$ cat src/rtl/onewire_pkg.sv
package onewire_pkg;

  typedef enum logic [2:0] {
    OW_IDLE,
    OW_RST_LOW,
    OW_RST_LISTEN,
    OW_SLOT,
    OW_RECOVER
  } ow_state_e;

  function automatic int unsigned max_of2(int unsigned a, int unsigned b);
    return (a > b) ? a : b;
  endfunction

  // Bits needed to hold the value v (at least one).
  function automatic int unsigned bits_for(int unsigned v);
    return (v < 2) ? 1 : $clog2(v + 1);
  endfunction

  // Whether a slot pulls the line low at the given microsecond of the slot.
  function automatic logic slot_drives_low(logic bit_val, int unsigned us_now,
                                           int unsigned w1_us);
    return !bit_val || (us_now < w1_us);
  endfunction

  // Length of the phase held in a state, in microseconds.
  function automatic int unsigned phase_len_us(ow_state_e st, int unsigned rl,
                                               int unsigned rx, int unsigned sl,
                                               int unsigned rc);
    case (st)
      OW_RST_LOW:    return rl;
      OW_RST_LISTEN: return rx;
      OW_RECOVER:    return rc;
      default:       return sl;
    endcase
  endfunction

endpackage

$ cat src/rtl/onewire_tick_gen.sv
module onewire_tick_gen #(
  parameter int unsigned CLK_PER_US = 100
) (
  input  logic clk,
  input  logic rst_n,
  input  logic restart,
  output logic tick,
  output logic us_first
);
  localparam int unsigned CW = (CLK_PER_US > 1) ? $clog2(CLK_PER_US) : 1;
  localparam logic [CW-1:0] LAST = CW'(CLK_PER_US - 1);

  logic [CW-1:0] cnt;

  assign tick     = (cnt == LAST);
  assign us_first = (cnt == '0);

  always_ff @(posedge clk) begin
    if (!rst_n)              cnt <= '0;
    else if (restart || tick) cnt <= '0;
    else                     cnt <= cnt + 1'b1;
  end
endmodule

$ cat src/rtl/onewire_us_timer.sv
module onewire_us_timer #(
  parameter int unsigned UW = 9
) (
  input  logic          clk,
  input  logic          rst_n,
  input  logic          restart,
  input  logic          tick,
  input  logic [UW-1:0] len,
  output logic [UW-1:0] us_now,
  output logic          expire
);
  assign expire = tick && (us_now == (len - 1'b1));

  always_ff @(posedge clk) begin
    if (!rst_n)       us_now <= '0;
    else if (restart) us_now <= '0;
    else if (tick)    us_now <= us_now + 1'b1;
  end
endmodule

$ cat src/rtl/onewire_line_sync.sv
module onewire_line_sync #(
  parameter int unsigned STAGES = 2
) (
  input  logic clk,
  input  logic rst_n,
  input  logic line_raw,
  output logic line_q
);
  logic [STAGES-1:0] chain;

  generate
    if (STAGES == 1) begin : g_single
      always_ff @(posedge clk) begin
        if (!rst_n) chain <= 1'b1;
        else        chain <= line_raw;
      end
    end else begin : g_multi
      always_ff @(posedge clk) begin
        if (!rst_n) chain <= '1;
        else        chain <= {chain[STAGES-2:0], line_raw};
      end
    end
  endgenerate

  assign line_q = chain[STAGES-1];
endmodule

$ cat src/rtl/onewire_bit_shifter.sv
module onewire_bit_shifter #(
  parameter int unsigned DW = 8
) (
  input  logic          clk,
  input  logic          rst_n,
  input  logic          load,
  input  logic [DW-1:0] data,
  input  logic          advance,
  output logic          cur_bit,
  output logic          last_bit
);
  localparam int unsigned IW = (DW > 1) ? $clog2(DW) : 1;

  logic [DW-1:0] sreg;
  logic [IW-1:0] idx;

  assign cur_bit  = sreg[0];
  assign last_bit = (idx == IW'(DW - 1));

  always_ff @(posedge clk) begin
    if (!rst_n) begin
      sreg <= '0;
      idx  <= '0;
    end else if (load) begin
      sreg <= data;
      idx  <= '0;
    end else if (advance) begin
      sreg <= sreg >> 1;
      idx  <= idx + 1'b1;
    end
  end
endmodule

$ cat src/rtl/onewire_seq_fsm.sv
module onewire_seq_fsm
  import onewire_pkg::*;
(
  input  logic      clk,
  input  logic      rst_n,
  input  logic      accept,
  input  logic      cmd_write,
  input  logic      expire,
  input  logic      last_bit,
  output ow_state_e state,
  output logic      advance,
  output logic      done_evt
);
  ow_state_e nxt;

  always_comb begin
    nxt      = state;
    advance  = 1'b0;
    done_evt = 1'b0;
    case (state)
      OW_IDLE:
        if (accept) nxt = cmd_write ? OW_SLOT : OW_RST_LOW;
      OW_RST_LOW:
        if (expire) nxt = OW_RST_LISTEN;
      OW_RST_LISTEN:
        if (expire) begin
          nxt      = OW_IDLE;
          done_evt = 1'b1;
        end
      OW_SLOT:
        if (expire) nxt = OW_RECOVER;
      OW_RECOVER:
        if (expire) begin
          if (last_bit) begin
            nxt      = OW_IDLE;
            done_evt = 1'b1;
          end else begin
            nxt     = OW_SLOT;
            advance = 1'b1;
          end
        end
      default: nxt = OW_IDLE;
    endcase
  end

  always_ff @(posedge clk) begin
    if (!rst_n) state <= OW_IDLE;
    else        state <= nxt;
  end
endmodule

$ cat src/rtl/onewire_master.sv
module onewire_master
  import onewire_pkg::*;
#(
  parameter int unsigned CLK_PER_US     = 100,
  parameter int unsigned DATA_W         = 8,
  parameter int unsigned RST_LOW_US     = 480,
  parameter int unsigned RST_RX_US      = 480,
  parameter int unsigned PRES_SAMPLE_US = 70,
  parameter int unsigned W1_LOW_US      = 6,
  parameter int unsigned SLOT_US        = 65,
  parameter int unsigned REC_US         = 5,
  parameter int unsigned SYNC_STAGES    = 2
) (
  input  logic              clk,
  input  logic              rst_n,
  input  logic              cmd_valid,
  input  logic              cmd_write,
  input  logic [DATA_W-1:0] cmd_byte,
  input  logic              line_in,
  output logic              line_pull_low,
  output logic              busy,
  output logic              done,
  output logic              presence
);
  localparam int unsigned MAX_US = max_of2(max_of2(RST_LOW_US, RST_RX_US),
                                           max_of2(SLOT_US, REC_US));
  localparam int unsigned UW = bits_for(MAX_US);

  // Named internal events
  ow_state_e     state;
  logic          accept;
  logic          restart;
  logic          tick;
  logic          us_first;
  logic [UW-1:0] us_now;
  logic [UW-1:0] phase_len;
  logic          expire;
  logic          advance;
  logic          done_evt;
  logic          cur_bit;
  logic          last_bit;
  logic          line_q;
  logic          sample_evt;

  assign accept  = cmd_valid && (state == OW_IDLE);
  assign restart = accept || expire;
  assign phase_len = UW'(phase_len_us(state, RST_LOW_US, RST_RX_US, SLOT_US, REC_US));

  onewire_tick_gen #(.CLK_PER_US(CLK_PER_US)) u_tick (
    .clk(clk), .rst_n(rst_n), .restart(restart), .tick(tick), .us_first(us_first)
  );

  onewire_us_timer #(.UW(UW)) u_timer (
    .clk(clk), .rst_n(rst_n), .restart(restart), .tick(tick),
    .len(phase_len), .us_now(us_now), .expire(expire)
  );

  onewire_bit_shifter #(.DW(DATA_W)) u_shift (
    .clk(clk), .rst_n(rst_n), .load(accept), .data(cmd_byte),
    .advance(advance), .cur_bit(cur_bit), .last_bit(last_bit)
  );

  onewire_line_sync #(.STAGES(SYNC_STAGES)) u_sync (
    .clk(clk), .rst_n(rst_n), .line_raw(line_in), .line_q(line_q)
  );

  onewire_seq_fsm u_fsm (
    .clk(clk), .rst_n(rst_n), .accept(accept), .cmd_write(cmd_write),
    .expire(expire), .last_bit(last_bit), .state(state),
    .advance(advance), .done_evt(done_evt)
  );

  assign sample_evt = (state == OW_RST_LISTEN) && us_first &&
                      (us_now == UW'(PRES_SAMPLE_US));

  always_comb begin
    case (state)
      OW_RST_LOW: line_pull_low = 1'b1;
      OW_SLOT:    line_pull_low = slot_drives_low(cur_bit, 32'(us_now), W1_LOW_US);
      default:    line_pull_low = 1'b0;
    endcase
  end

  assign busy = (state != OW_IDLE);

  always_ff @(posedge clk) begin
    if (!rst_n) begin
      done     <= 1'b0;
      presence <= 1'b0;
    end else begin
      done <= done_evt;
      if (sample_evt) presence <= !line_q;
    end
  end
endmodule

$ cat config.mk
export PLATFORM = sky130hd
export DESIGN_NAME = onewire_master
export DESIGN_NICKNAME = d
export VERILOG_FILES = /design/src/rtl/onewire_pkg.sv /design/src/rtl/onewire_tick_gen.sv /design/src/rtl/onewire_us_timer.sv /design/src/rtl/onewire_line_sync.sv /design/src/rtl/onewire_bit_shifter.sv /design/src/rtl/onewire_seq_fsm.sv /design/src/rtl/onewire_master.sv
export SDC_FILE = /design/constraint.sdc
export NUM_CORES = 1
export LEC_CHECK = 0
export BUFFER_PORTS_ARGS = -buffer_cell sky130_fd_sc_hd__buf_2
export CORE_ASPECT_RATIO = 1.4
export CORE_MARGIN = 1.5
export CORE_UTILIZATION = 60
export CTS_CLUSTER_DIAMETER = 200
export CTS_CLUSTER_SIZE = 40
export DETAILED_ROUTE_END_ITERATION = 7
export GPL_TIMING_DRIVEN = 0
export PLACE_DENSITY = 0.84
export SYNTH_ARGS = -nofsm -noshare
export SYNTH_HDL_FRONTEND = slang
export SYNTH_HIERARCHICAL = 1
export SYNTH_SLANG_ARGS = --single-unit
$ cat constraint.sdc
create_clock -name clk -period 5.9 [get_ports clk]
set_input_delay 1.18 -clock clk [delete_from_list [all_inputs] [get_ports clk]]
set_output_delay 1.18 -clock clk [all_outputs]
set_load 0.1 [all_outputs]
Yosys cells after proc, flatten, opt, wreduce, memory -nomap -nowiden. Cells that the tools add are included.

Bits in registers: 34. Input port bits: 13. Output and inout bits: 4. Logic and storage cells: 64.

$add $sub $neg: 4. $lt $le $gt $ge: 1. Equality and inequality tests: 13. Mux-type cells: 19. Bitwise logic cells: 1. Reductions and logical operators: 18.

Operators by type and width (number): $pmux 9 s2 (1); $mux 8 (2); $mux 3 (5); $pmux 3 s5 (1); $ne 2x2->1 const B (5); $add 9x1->9 const B (1); $eq 9x7->1 const B (1); $eq 9x9->1 (1); $lt 9x3->1 const B (1); $sub 9x1->9 const B (1); $reduce_or 2->1 (4); $add 7x1->7 const B (1); $eq 7x7->1 const B (1); $logic_not 7->1 (1); $eq 3x2->1 const B (2); $eq 3x3->1 const B (2); $mux 1 (6); $reduce_and 5->1 (1); $logic_and 1x1->1 (4); $mux 2 (2); $pmux 1 s2 (2); $add 3x1->3 const B (1); $eq 3x1->1 const B (1); $logic_not 3->1 (1); 5 further kinds (8).

Depth between registers and ports, before layout. Gate-level depths: netlist of run 1.

Word-level depth: 10. Mapped depth: 14. Gate-level depth less buffers: 14.

Cells and area by module. Netlist of run 1, hierarchy kept.

Modules (own cells, without submodules): onewire_us_timer (times used 1, cells each 78, area an instance 645.6 sq um, seq. area each 180.2 sq um); onewire_bit_shifter (times used 1, cells each 47, area an instance 525.5 sq um, seq. area each 220.2 sq um); onewire_tick_gen (times used 1, cells each 37, area an instance 340.3 sq um, seq. area each 140.1 sq um); onewire_seq_fsm (times used 1, cells each 22, area an instance 205.2 sq um, seq. area each 60.1 sq um); onewire_master (times used 1, cells each 26, area an instance 196.4 sq um, seq. area each 40.0 sq um); onewire_line_sync (times used 1, cells each 4, area an instance 52.6 sq um, seq. area each 40.0 sq um).

Least setup slack after synthesis of run 1. OpenSTA, ideal clock, no wires.

Kind: register to output. Start: register u_timer.us_now[5]. End: output line_pull_low. Data arrival time: 3.016 ns. Data required time: 4.720 ns. Path slack: 1.704 ns. Cell stages (with the launch flop): 4. Buffers on the path: 0. Cells stage by stage: dfxtp_1 -> nor3_1 -> nand3_1 -> a311oi_1.

Longest elaborated chain between the ends: 3.

RTL lines: from (decl) (line onewire_us_timer.sv:9) `output logic [UW-1:0] us_now,`; from (signal assigned) (line onewire_us_timer.sv:17) `else if (tick) us_now <= us_now + 1'b1;`; $lt 9x3->1 (line onewire_pkg.sv:23) `return !bit_val || (us_now < w1_us);`; $logic_or 1x1->1 (line onewire_pkg.sv:23); $pmux 1 s2 (line onewire_master.sv:77) `case (state)`; to (decl) (line onewire_master.sv:20) `output logic line_pull_low,`.

No other way between the ends.

Final worst setup path of run 1.
Start: register u_fsm.state[0]. End: register u_shift.sreg[6].

Longest elaborated chain between the ends: 9. Elaborated cells on any way between the ends: 14. Those cells by class: add/sub: 1; eq/ne: 4; mux: 4; reduce/logical: 5.

RTL lines: from (decl) (line onewire_seq_fsm.sv:10) `output ow_state_e state,`; from (signal assigned) (line onewire_seq_fsm.sv:48) `else state <= nxt;`; $eq 3x2->1 / $eq 3x1->1 (equally long branches) (line onewire_pkg.sv:30) `case (st)`; $reduce_or 2->1 (no line); $pmux 9 s2 * (line onewire_pkg.sv:30); net phase_len[5] (line onewire_master.sv:36) `logic [UW-1:0] phase_len;`; $sub 9x1->9 * (line onewire_us_timer.sv:12) `assign expire = tick && (us_now == (len - 1'b1));`; $eq 9x9->1 * (line onewire_us_timer.sv:12); $logic_and 1x1->1 * (line onewire_us_timer.sv:12); net expire (line onewire_master.sv:37) `logic expire;`; $mux 1 * (line onewire_seq_fsm.sv:33) `if (expire) begin`; $mux 1 * (line onewire_seq_fsm.sv:20) `case (state)`; net advance (line onewire_master.sv:38) `logic advance;`; $reduce_bool 2->1 (no line) *; to (signal assigned) (line onewire_bit_shifter.sv:25) `sreg <= data;`; to (signal assigned) (line onewire_bit_shifter.sv:28) `sreg <= sreg >> 1;`; to (decl) (line onewire_bit_shifter.sv:14) `logic [DW-1:0] sreg;`.

Mark *: on every way through the listed nets, which the timed path passes. The rest lies on a longest branch. A chain may end at the register's enable or synchronous reset.

==> results of run 1 <==
-- layout by cell type (no fill, tap or decap), types with 2 or more instances in the layout --
cell type	instances
o21ai_0	4
nor2b_1	2
nand4_1	3
buf_2	18
nand4b_1	2
clkbuf_8	6
and2_1	3
nand2_1	11
nor3_1	3
xnor2_1	13
dfxtp_1	34
or3_1	3
xor2_1	12
nor3b_1	4
mux2i_1	6
ha_1	6
nand3_1	12
a21oi_1	3
nor2_1	23
clkbuf_1	3
nand2b_1	12
or3_4	2
inv_1	9
conb_1	10
o211a_1	7
mux2_2	8
-- metal layers --
metal  up-vias  share of wire  wire, um
met1       754           0.41      1470
met3         7          0.026        94
li1        802              -         -
met2        19           0.54      1930
met5         -              0         0
met4         0          0.019        68
-- flip-flops by register name, summed over array words and instances (netlist names) --
register	count
done	1
u_fsm/state	3
u_shift/idx	3
u_tick/cnt	7
u_shift/sreg	8
presence	1
u_sync/chain	2
u_timer/us_now	9
-- stage by stage --
step                instances  hold slack (ns)  utilization
floorplan                 223            0.386            -
global placement          278            0.389        0.681
detailed placement        278            0.398        0.681
CTS                       284            0.412        0.708
global route              284            0.434        0.708
finish                    284            0.408        0.708
-- final cells by class --
type                    instances  area, um^2
flip-flops and latches         34         681
multi-input cells             174        1250
plain buffers                   6        32.5
fillers                       265         912
inverters                       9        33.8
clock buffers                   6        82.6
well taps                      39        48.8
repair buffers                 16        80.1
-- worst paths after layout --
path                                                   from                      endpoint  depth (start not counted)
worst min register to register   u_sync/chain[0]$_SDFF_PN1_    u_sync/chain[1]$_SDFF_PN1_                          1
worst max-delay path            u_fsm/state[0]$_SDFFE_PN0P_  u_shift/sreg[6]$_SDFFE_PN0P_                         13
worst max register to register  u_fsm/state[0]$_SDFFE_PN0P_  u_shift/sreg[6]$_SDFFE_PN0P_                         13
worst min-delay path             u_sync/chain[0]$_SDFF_PN1_    u_sync/chain[1]$_SDFF_PN1_                          1
-- power groups by stage --
stage	registers (uW)	clock network (uW)	logic, uW
3_5_place_dp	289	0	322
6_report	284	163	325
3_3_place_gp	287	0	312
4_1_cts	284	166	325
2_1_floorplan	280	0	274
5_1_grt	288	175	354
-- critical path, stage by stage, from the launching register on --
cell and delay [ns]:
dfxtp_1 0.57, xor2_1 0.18, nor2b_1 0.54, inv_1 0.23, inv_1 0.10, ha_1 0.30
nor3b_1 0.28, o2111ai_1 0.15, nor3_1 0.30, o311a_1 0.34, and4b_1 0.28, buf_6 0.17
mux2_2 0.34, o211a_1 0.20
-- logic make-up (layout without fill, tap and decap cells) --
group / Yosys count / after routing / synth area share
adders and majority gates: 6 / 6 / 0.0382
other: 1 / 10 / 0.00191
AOI/OAI and AO/OA: 24 / 24 / 0.102
buffers and inverters: 15 / 37 / 0.0337
xor gates and xnor gates: 26 / 26 / 0.120
DFF: 34 / 34 / 0.346
and+or+nand+nor: 94 / 94 / 0.281
muxes: 14 / 14 / 0.0764
==> impl_results.md, run 1 <==
- Status: finished, final reports clean
- Post-CTS Setup Bufs: 0
- Post-synthesis sequential area ratio: 0.346
- Area of the mapped netlist: 1970 um^2
- Antenna Nets Post-Route: 0
- DP Worst Slack: 1.83 ns
- DR iter-0 viols: 30
- Worst-case clock buffer depth: 2
- Synth Area per Inst: 9.19 um^2
- Number of synthesized flops with an enable pin: 0
- Register-to-Register Setup Slack: 1.82 ns
- Gate power share: 0.421
- DP Area: 2130 um^2
- Fmax: 245 MHz
- Synth-to-Final Area Change: 12.5%
- Clock sink total: 34
- Core footprint: 3120 um^2
- Max Cap Viol: 0
- Internal power: 473 uW
- Root Driver: clkbuf_8
- Largest area contributor in the netlist: dfxtp_1
- Post-synth top area share: 0.346
- Commonest cells in the synthesized netlist: dfxtp_1 (34), nor2_1 (23), xnor2_1 (13)
- Psw: 299 uW
- Yosys reg bits: 34
- DRT Wirelength: 3.56 mm
- Post-route minimum period: 4.08 ns
- RSZ-0062 raised after global routing: no
- Sequential Power Share: 0.368
- Synth async-reset ratio: 0
- Total power draw: 772 uW
- Layout cells sized above 1: 0.192
- FP Rows: 24
- Cell with the most instances after synthesis: dfxtp_1
- CTS tree: built
- Chip height: 70.7 um
- Cts bufs inserted: 5
- Met2 Track Usage GR: 0.410
- Total grt overflow: 0
- H-Tree Depth: 2
- Fin Setup TNS: 0 ns
- First-pass GRT wire length: 6.22 mm
- Critical path type: reg2reg
- Reg clk slew, reported paths: 0.06 ns
- Post-route setup slack: 1.82 ns
- Worst Clk Skew: 0.00317 ns
- Worst-margin pin slew: 0.632 ns
- Critical Path Sink Type: flop
- Maximum vdd ir drop: 366 uV
- Hold WC Path Type: reg2reg
- Hold Buf Count CTS: 0
- Post-CTS sizing: 0
- Yosys warns: 6
- Final Hold Viols: 0
- M1 GR Usage: 0.227
- Post-Syn Instances: 214
- Clock power frac: 0.211
- Initial DRT Pass Iterations: 4
- Via density: 5.57
- Top FF cell, synth: dfxtp_1
- Synth area leaders: dfxtp_1 (35%), xnor2_1 (5.8%), xor2_1 (5.3%)
- Pin count of the biggest net entering global routing: 15
- Slew Limit Headroom: 0.578
- Hpwl dp: 2.71 mm
- Die area: 3630 um^2
- Width of the chip: 51.4 um
- GRT Max-Usage Layer: met2
- Post-route cell area: 2210 um^2
- Final-stage net count: 265
- Crit path required time: 6.07 ns
- N_diodes: 0
- Fin crit share: 0.692
- CP Launch Type: flop
- Vias: 1582
- Top Ports: 17
- IO buf count: 16
- Vias in the first global route: 1547
- Power Dens Cells: 349 nW/um^2
- Worst EP arrival: 4.25 ns
- Yosys cell types: 51
- RePlAce Congestion: 0.752
- Clk_lat worst skew: 0.27 ns
- Crit path max fanout: 13
- Lkg Pwr: 0.000948 uW
- # setup viols final: 0
- Antenna violations before repair: 0
- Starting Density: 0.629
- Max Slew Vio Count: 0
- DRC: 0
- GR Layer Usage met3: 0.0464
- Gr usage total: 0.218
- Net Sw Frac: 0.387
- Wire length per cell: 12.5 um
Power figures use the tool's default switching activity.
==> run 2: changes to the inputs <==
- CORE_UTILIZATION: 60 -> 59
- PLACE_DENSITY: 0.84 -> 0.83
- clock period: 5.9 -> 3.9 ns (I/O delays scaled with it)
==> run 2 against run 1 <==
Against the previous run:
- hold slack better by 0.0073 ns
- combinational power up 52%
- via count down 3.4%
- sequential power up 52%
- clock power up 83%
- clock-buffer cell count up 2
- utilization up 0.52 points
- critical endpoint is now u_shift/sreg[0]$_SDFFE_PN0P_
- critical path type unchanged
- global-route usage up 0.26 points
- clock skew up 0.0014 ns
- highest routed layer unchanged
==> impl_results.md, run 2 (synthesis results as in run 1) <==
- Reg with most FFs: u_timer/us_now
- Lkg Pwr: 0.000966 uW
- RePlAce Congestion: 0.741
- Status: finished, final reports clean
- DP Worst Slack: -0.0273 ns
- CP Launch Type: flop
- Max Cap Viol: 0
- Initial DRT Pass Iterations: 5
- Synth-to-Final Area Change: 14.4%
- Chip height: 71.3 um
- FP Rows: 24
- Hpwl dp: 2.50 mm
- Starting Density: 0.623
- Post-CTS Setup Bufs: 0
- Total grt overflow: 0
- Clock sink total: 34
- DRT Wirelength: 3.50 mm
- Hold WC Path Type: reg2reg
- Fin crit share: 0.885
- Crit path required time: 4.08 ns
- H-Tree Depth: 2
- Most common cell after layout, fill and taps aside: dfxtp_1
- Vias: 1528
- Worst EP arrival: 3.63 ns
- Antenna violations before repair: 0
- Critical path type: reg2reg
- Hold Crit Start: u_sync/chain[0]$_SDFF_PN1_
- Power Dens Cells: 544 nW/um^2
- Top Ports: 17
- Vias in the first global route: 1489
- Min-Delay Path Depth: 1
- Clk_lat worst skew: 0.28 ns
- Die area: 3690 um^2
- Width of the chip: 51.8 um
- Cts bufs inserted: 5
- Commonest non-fill, non-tap cells in the layout: dfxtp_1 (32), nor2_1 (23), buf_2 (18)
- Post-route minimum period: 3.45 ns
- First-pass GRT wire length: 6.24 mm
- Worst-case clock buffer depth: 2
- Reg clk slew, reported paths: 0.06 ns
- Reg2reg start: u_fsm/state[1]$_SDFFE_PN0P_
- Layout cells sized above 1: 0.211
- Crit path max fanout: 12
- Max reg flops: 9
- N_diodes: 0
- Util after Layout: 0.713
- Critical Path Sink Type: flop
- Via density: 5.34
- Largest registers: u_timer/us_now x9, u_shift/sreg x8, u_tick/cnt x7
- RSZ-0062 raised after global routing: no
- Worst reg2reg path depth: 13
- Core footprint: 3150 um^2
- # setup viols final: 0
- Final-stage net count: 265
- DRC: 0
- IO buf count: 16
- Post-route setup slack: 0.450 ns
- CTS tree: built
- Final Hold Viols: 0
- Reg-to-reg endpoint: u_shift/sreg[0]$_SDFFE_PN0P_
- Antenna Nets Post-Route: 0
- Maximum vdd ir drop: 615 uV
- Gr usage total: 0.221
- Hold endpoint: u_sync/chain[1]$_SDFF_PN1_
- Fmax: 290 MHz
- Max Slew Vio Count: 0
- Wire length per cell: 12.2 um
- Register-to-Register Setup Slack: 0.45 ns
- Root Driver: clkbuf_8
- Worst Clk Skew: 0.00453 ns
- DR iter-0 viols: 28
- Pin count of the biggest net entering global routing: 15
run 2: changes by cell type in the layout (fill, tap and decap cells not counted), sizes merged:
cell,previous run,this run
clkbuf,9,11
run 2: metal layers:
metal,up-vias,part of all wire,track usage
met5,-,0,0
met4,0,0.021,0.0965
met3,7,0.026,0.0438
met2,21,0.51,0.390
met1,697,0.44,0.252
li1,803,-,-
run 2: layout make-up:
cell class	instances	area, um^2
multi-input cells	174	1260
fillers	265	905
flip-flops and latches	34	683
clock buffers	8	110
repair buffers	16	80.1
well taps	39	48.8
inverters	9	33.8
plain buffers	6	32.5
run 2: worst max-delay path by stage:
stage                                         endpoint                            from  cells past startpoint
final                     u_shift/sreg[0]$_SDFFE_PN0P_     u_fsm/state[1]$_SDFFE_PN0P_                     13
after global routing      u_shift/sreg[0]$_SDFFE_PN0P_     u_fsm/state[1]$_SDFFE_PN0P_                     13
after CTS                 u_shift/sreg[3]$_SDFFE_PN0P_     u_fsm/state[0]$_SDFFE_PN0P_                     13
after detailed placement  u_shift/sreg[0]$_SDFFE_PN0P_     u_fsm/state[0]$_SDFFE_PN0P_                     13
after global placement    u_shift/sreg[6]$_SDFFE_PN0P_     u_fsm/state[1]$_SDFFE_PN0P_                     13
after floorplan                          line_pull_low  u_timer/us_now[5]$_SDFFE_PP0P_                      3
run 2: critical path, cell delays in order (launching register included):
cell and delay, ns:
dfxtp_2 0.45, xor2_1 0.19, nor2b_4 0.28, inv_1 0.14, inv_1 0.08, ha_1 0.29, nor3b_1 0.28, o2111ai_1 0.15
nor3_1 0.22, o311a_1 0.30, and4b_1 0.27, buf_6 0.17, mux2_2 0.34, o211a_1 0.20
run 2: timing repair:
| item | 4_1_cts | 5_1_grt |
|---|---|---|
| hold buffers | 0 | 0 |
| setup endpoints to repair | 6 | 9 |
| resized for setup | 1 | 3 |
run 2: power by group:
part           leakage [uW]  internal, uW  switching (uW)
combinational      0.000631           204             290
sequential         0.000278           387            43.9
clock             0.0000575           178             121
run 2: metrics by stage:
| step | cells | total power (uW) | area [um^2] | hold WS (ns) | setup TNS (ns) |
|---|---|---|---|---|---|
| global placement | 278 | 908 | 2130 | 0.394 | 0 |
| global route | 286 | 1300 | 2250 | 0.435 | 0 |
| detailed placement | 278 | 918 | 2130 | 0.403 | -0.133 |
| finish | 286 | 1220 | 2250 | 0.415 | 0 |
| floorplan | 223 | 838 | 2000 | 0.386 | 0 |
| CTS | 286 | 1230 | 2240 | 0.419 | 0 |
==> run 3: changes to the inputs <==
- ABC_AREA: unset -> 1
- CORE_UTILIZATION: 59 -> 60
- PLACE_DENSITY: 0.83 -> 0.84
==> run 3 against run 2 <==
Against the previous run:
- clock power shrank 12%
- via count rose by 36%
- critical path type unchanged
- largest cell class unchanged
- critical endpoint is now u_shift/sreg[4]$_SDFFE_PN0P_
- die area increased by 9.2%
==> impl_results.md, run 3 <==
- Most common cell after layout, fill and taps aside: nand2_1
- Gate power share: 0.423
- DRC: 0
- Worst-margin pin slew: 0.621 ns
- Reg-to-reg endpoint: u_shift/sreg[4]$_SDFFE_PN0P_
- Crit-path max cell delay: 0.52 ns
- Initial DRT Pass Iterations: 4
- Post-synth top area share: 0.310
- Sequential Power Share: 0.355
- Max Cap Viol: 0
- Post-route minimum period: 3.26 ns
- Clock sink total: 34
- Synth-to-Final Area Change: 11.8%
- Yosys cell types: 30
- N_diodes: 0
- Post-synthesis sequential area ratio: 0.310
- Status: finished, final reports clean
- Hold Buf Count CTS: 0
- Chip height: 74.5 um
- Critical Path Sink Type: flop
- IO buf count: 16
- Area of the mapped netlist: 2190 um^2
- Net Sw Frac: 0.424
- Die area: 4030 um^2
- Reg with most FFs: u_timer/us_now
- Via density: 4.91
- CP Launch Type: flop
- Worst Clk Skew: 0.00716 ns
- Fillers: 305
- Reg2reg start: u_fsm/state[1]$_SDFFE_PN0P_
- Min-Delay Path Depth: 2
- Total grt overflow: 0
- Critical path type: reg2reg
- Core footprint: 3440 um^2
- Final-stage net count: 400
- Worst path top cell family by delay: simple AND/OR/NAND/NOR gates
- Vias in the first global route: 1834
- Worst-path cell chain: inv_1 > nand3_1 > nand2_1 > inv_1 > inv_1 > ha_1 > inv_1 > nand2_1 > nand3_1 > nand2_1 > nor2_1 > nand4_1 > nor2_1 > clkinv_1 > nor2_1 > buf_6 > nand3_1 > nand3_1 > nand2_1 > inv_1
- Register-to-Register Setup Slack: 0.64 ns
- CTS tree: built
- Post-CTS sizing: 0
- Buf/Inv on CP: 7
- Largest registers: u_timer/us_now x9, u_shift/sreg x8, u_tick/cnt x7
- Internal power: 682 uW
- Vias: 2073
- Root Driver: clkbuf_8
- Synth async-reset ratio: 0
- Reg clk slew, reported paths: 0.07 ns
- Crit path max fanout: 10
- Synth area leaders: dfxtp_1 (31%), nand2_1 (18%), inv_1 (10%)
- Fmax: 307 MHz
- Top Ports: 17
- Critical-path top delay cell: dfxtp_1
- Fin Setup TNS: 0 ns
- Largest area contributor in the netlist: dfxtp_1
- Worst path most repeated cell: inv_1
- Width of the chip: 54.1 um
- Yosys reg bits: 34
- DR iter-0 viols: 48
- Pin count of the biggest net entering global routing: 14
- Synth Area per Inst: 6.30 um^2
- Max reg flops: 9
- Cts bufs inserted: 5
- Commonest cells in the synthesized netlist: nand2_1 (104), inv_1 (60), nand3_1 (35), dfxtp_1 (34), nor2_1 (31)
- Hpwl dp: 3.30 mm
- Max Slew Vio Count: 0
- Lkg Pwr: 0.00121 uW
- Crit path required time: 4.13 ns
- Clk_lat worst skew: 0.28 ns
- Layout cells sized above 1: 0.144
- Hold endpoint: u_sync/chain[1]$_SDFF_PN1_
- DRT Wirelength: 4.25 mm
- Maximum vdd ir drop: 415 uV
- Hold Crit Start: u_sync/chain[0]$_SDFF_PN1_
- Antenna Nets Post-Route: 0
- Total power draw: 1180 uW
- H-Tree Depth: 2
- Hold WC Path Type: reg2reg
- Post-Syn Instances: 348
- Power Dens Cells: 483 nW/um^2
- Yosys warns: 6
- Psw: 501 uW
- Number of synthesized flops with an enable pin: 0
- RSZ-0062 raised after global routing: no
- Starting Density: 0.637
- Fin crit share: 0.835
- Commonest non-fill, non-tap cells in the layout: nand2_1 (104), inv_1 (60), nand3_1 (35)
- FP Rows: 25
- Worst EP arrival: 3.49 ns
- First-pass GRT wire length: 7.14 mm
- Gr usage total: 0.239
- Cell with the most instances after synthesis: nand2_1
- Antenna violations before repair: 0
- Top FF cell, synth: dfxtp_1
- # setup viols final: 0
- Final Hold Viols: 0
- Worst reg2reg path depth: 20
- Slew Limit Headroom: 0.583
- RePlAce Congestion: 0.893
- Worst-case clock buffer depth: 2
- Clock power frac: 0.222
- Wire length per cell: 10.1 um
- Post-CTS Setup Bufs: 0
run 3: changes by cell type in the layout (fill, tap and decap cells not counted), moves of 7 or more:
cell      change
mux2_2        -8
inv_1        +51
nor2_2        +9
o211a_1       -7
xnor2_1       -9
xor2_1        -9
a21oi_1      +15
nand3_1      +23
nand2_1      +93
nor2_1        +8
nand2b_1     -12
run 3: cells by family after synthesis:
group,count (synthesis),synth area share
other cells,1,0.00171
compound gates,29,0.0753
buf+inv,67,0.125
flops,34,0.310
fa+ha+maj,6,0.0342
xor+xnor,7,0.0280
simple gates,204,0.426
run 3: layout make-up:
type                       count  area (um^2)  area share
clock buffer                   7         86.3      0.0352
clock inverter                 1         5.00     0.00204
multi-input combinational    257         1280       0.520
inverter                      64          240      0.0980
tap                           40         50.0      0.0204
sequential                    34          681       0.278
timing repair buffer          16         80.1      0.0327
buffer                         3         33.8      0.0138
run 3: worst reg2reg max path, delay by kind of cell, from the launching register on:
kind | cells | cell delay (ns)
and+or+nand+nor | 12 | 1.47
buffers and inverters | 7 | 0.92
DFF | 1 | 0.52
adders and majority gates | 1 | 0.29
run 3: power groups by stage:
stage	logic (uW)	registers (uW)	clock network, uW
final	500	420	263
after global routing	566	425	283
after detailed placement	500	428	0
after floorplan	418	419	0
after CTS	501	420	273
after global placement	488	427	0
run 3: worst max path at each step:
stage / startpoint / to / slack, ns / cells past startpoint
2_1_floorplan: u_fsm/state[0]$_SDFFE_PN0P_ / line_pull_low / 1.05 / 2
3_3_place_gp: u_fsm/state[1]$_SDFFE_PN0P_ / u_shift/sreg[4]$_SDFFE_PN0P_ / 0.76 / 20
3_5_place_dp: u_fsm/state[1]$_SDFFE_PN0P_ / u_shift/sreg[6]$_SDFFE_PN0P_ / 0.70 / 20
4_1_cts: u_fsm/state[1]$_SDFFE_PN0P_ / u_shift/sreg[6]$_SDFFE_PN0P_ / 0.62 / 20
5_1_grt: u_fsm/state[1]$_SDFFE_PN0P_ / u_shift/sreg[6]$_SDFFE_PN0P_ / 0.35 / 20
6_report: u_fsm/state[1]$_SDFFE_PN0P_ / u_shift/sreg[4]$_SDFFE_PN0P_ / 0.64 / 20
run 3: metal layers:
metal / global-route usage / vias up / share of wire
met1: 0.235 / 906 / 0.42
met5: 0 / - / 0
met4: 0.103 / 0 / 0.012
met2: 0.462 / 32 / 0.54
met3: 0.0482 / 5 / 0.033
li1: - / 1130 / -
run 3: through the flow:
stage | std cells | setup WS, ns | instance area, um^2 | hold WS (ns) | util
6_report | 422 | 0.644 | 2450 | 0.409 | 0.713
5_1_grt | 422 | 0.349 | 2450 | 0.445 | 0.713
4_1_cts | 422 | 0.617 | 2450 | 0.410 | 0.713
3_3_place_gp | 414 | 0.764 | 2360 | 0.394 | 0.686
2_1_floorplan | 358 | 1.05 | 2230 | 0.380 | -
3_5_place_dp | 414 | 0.699 | 2360 | 0.396 | 0.686
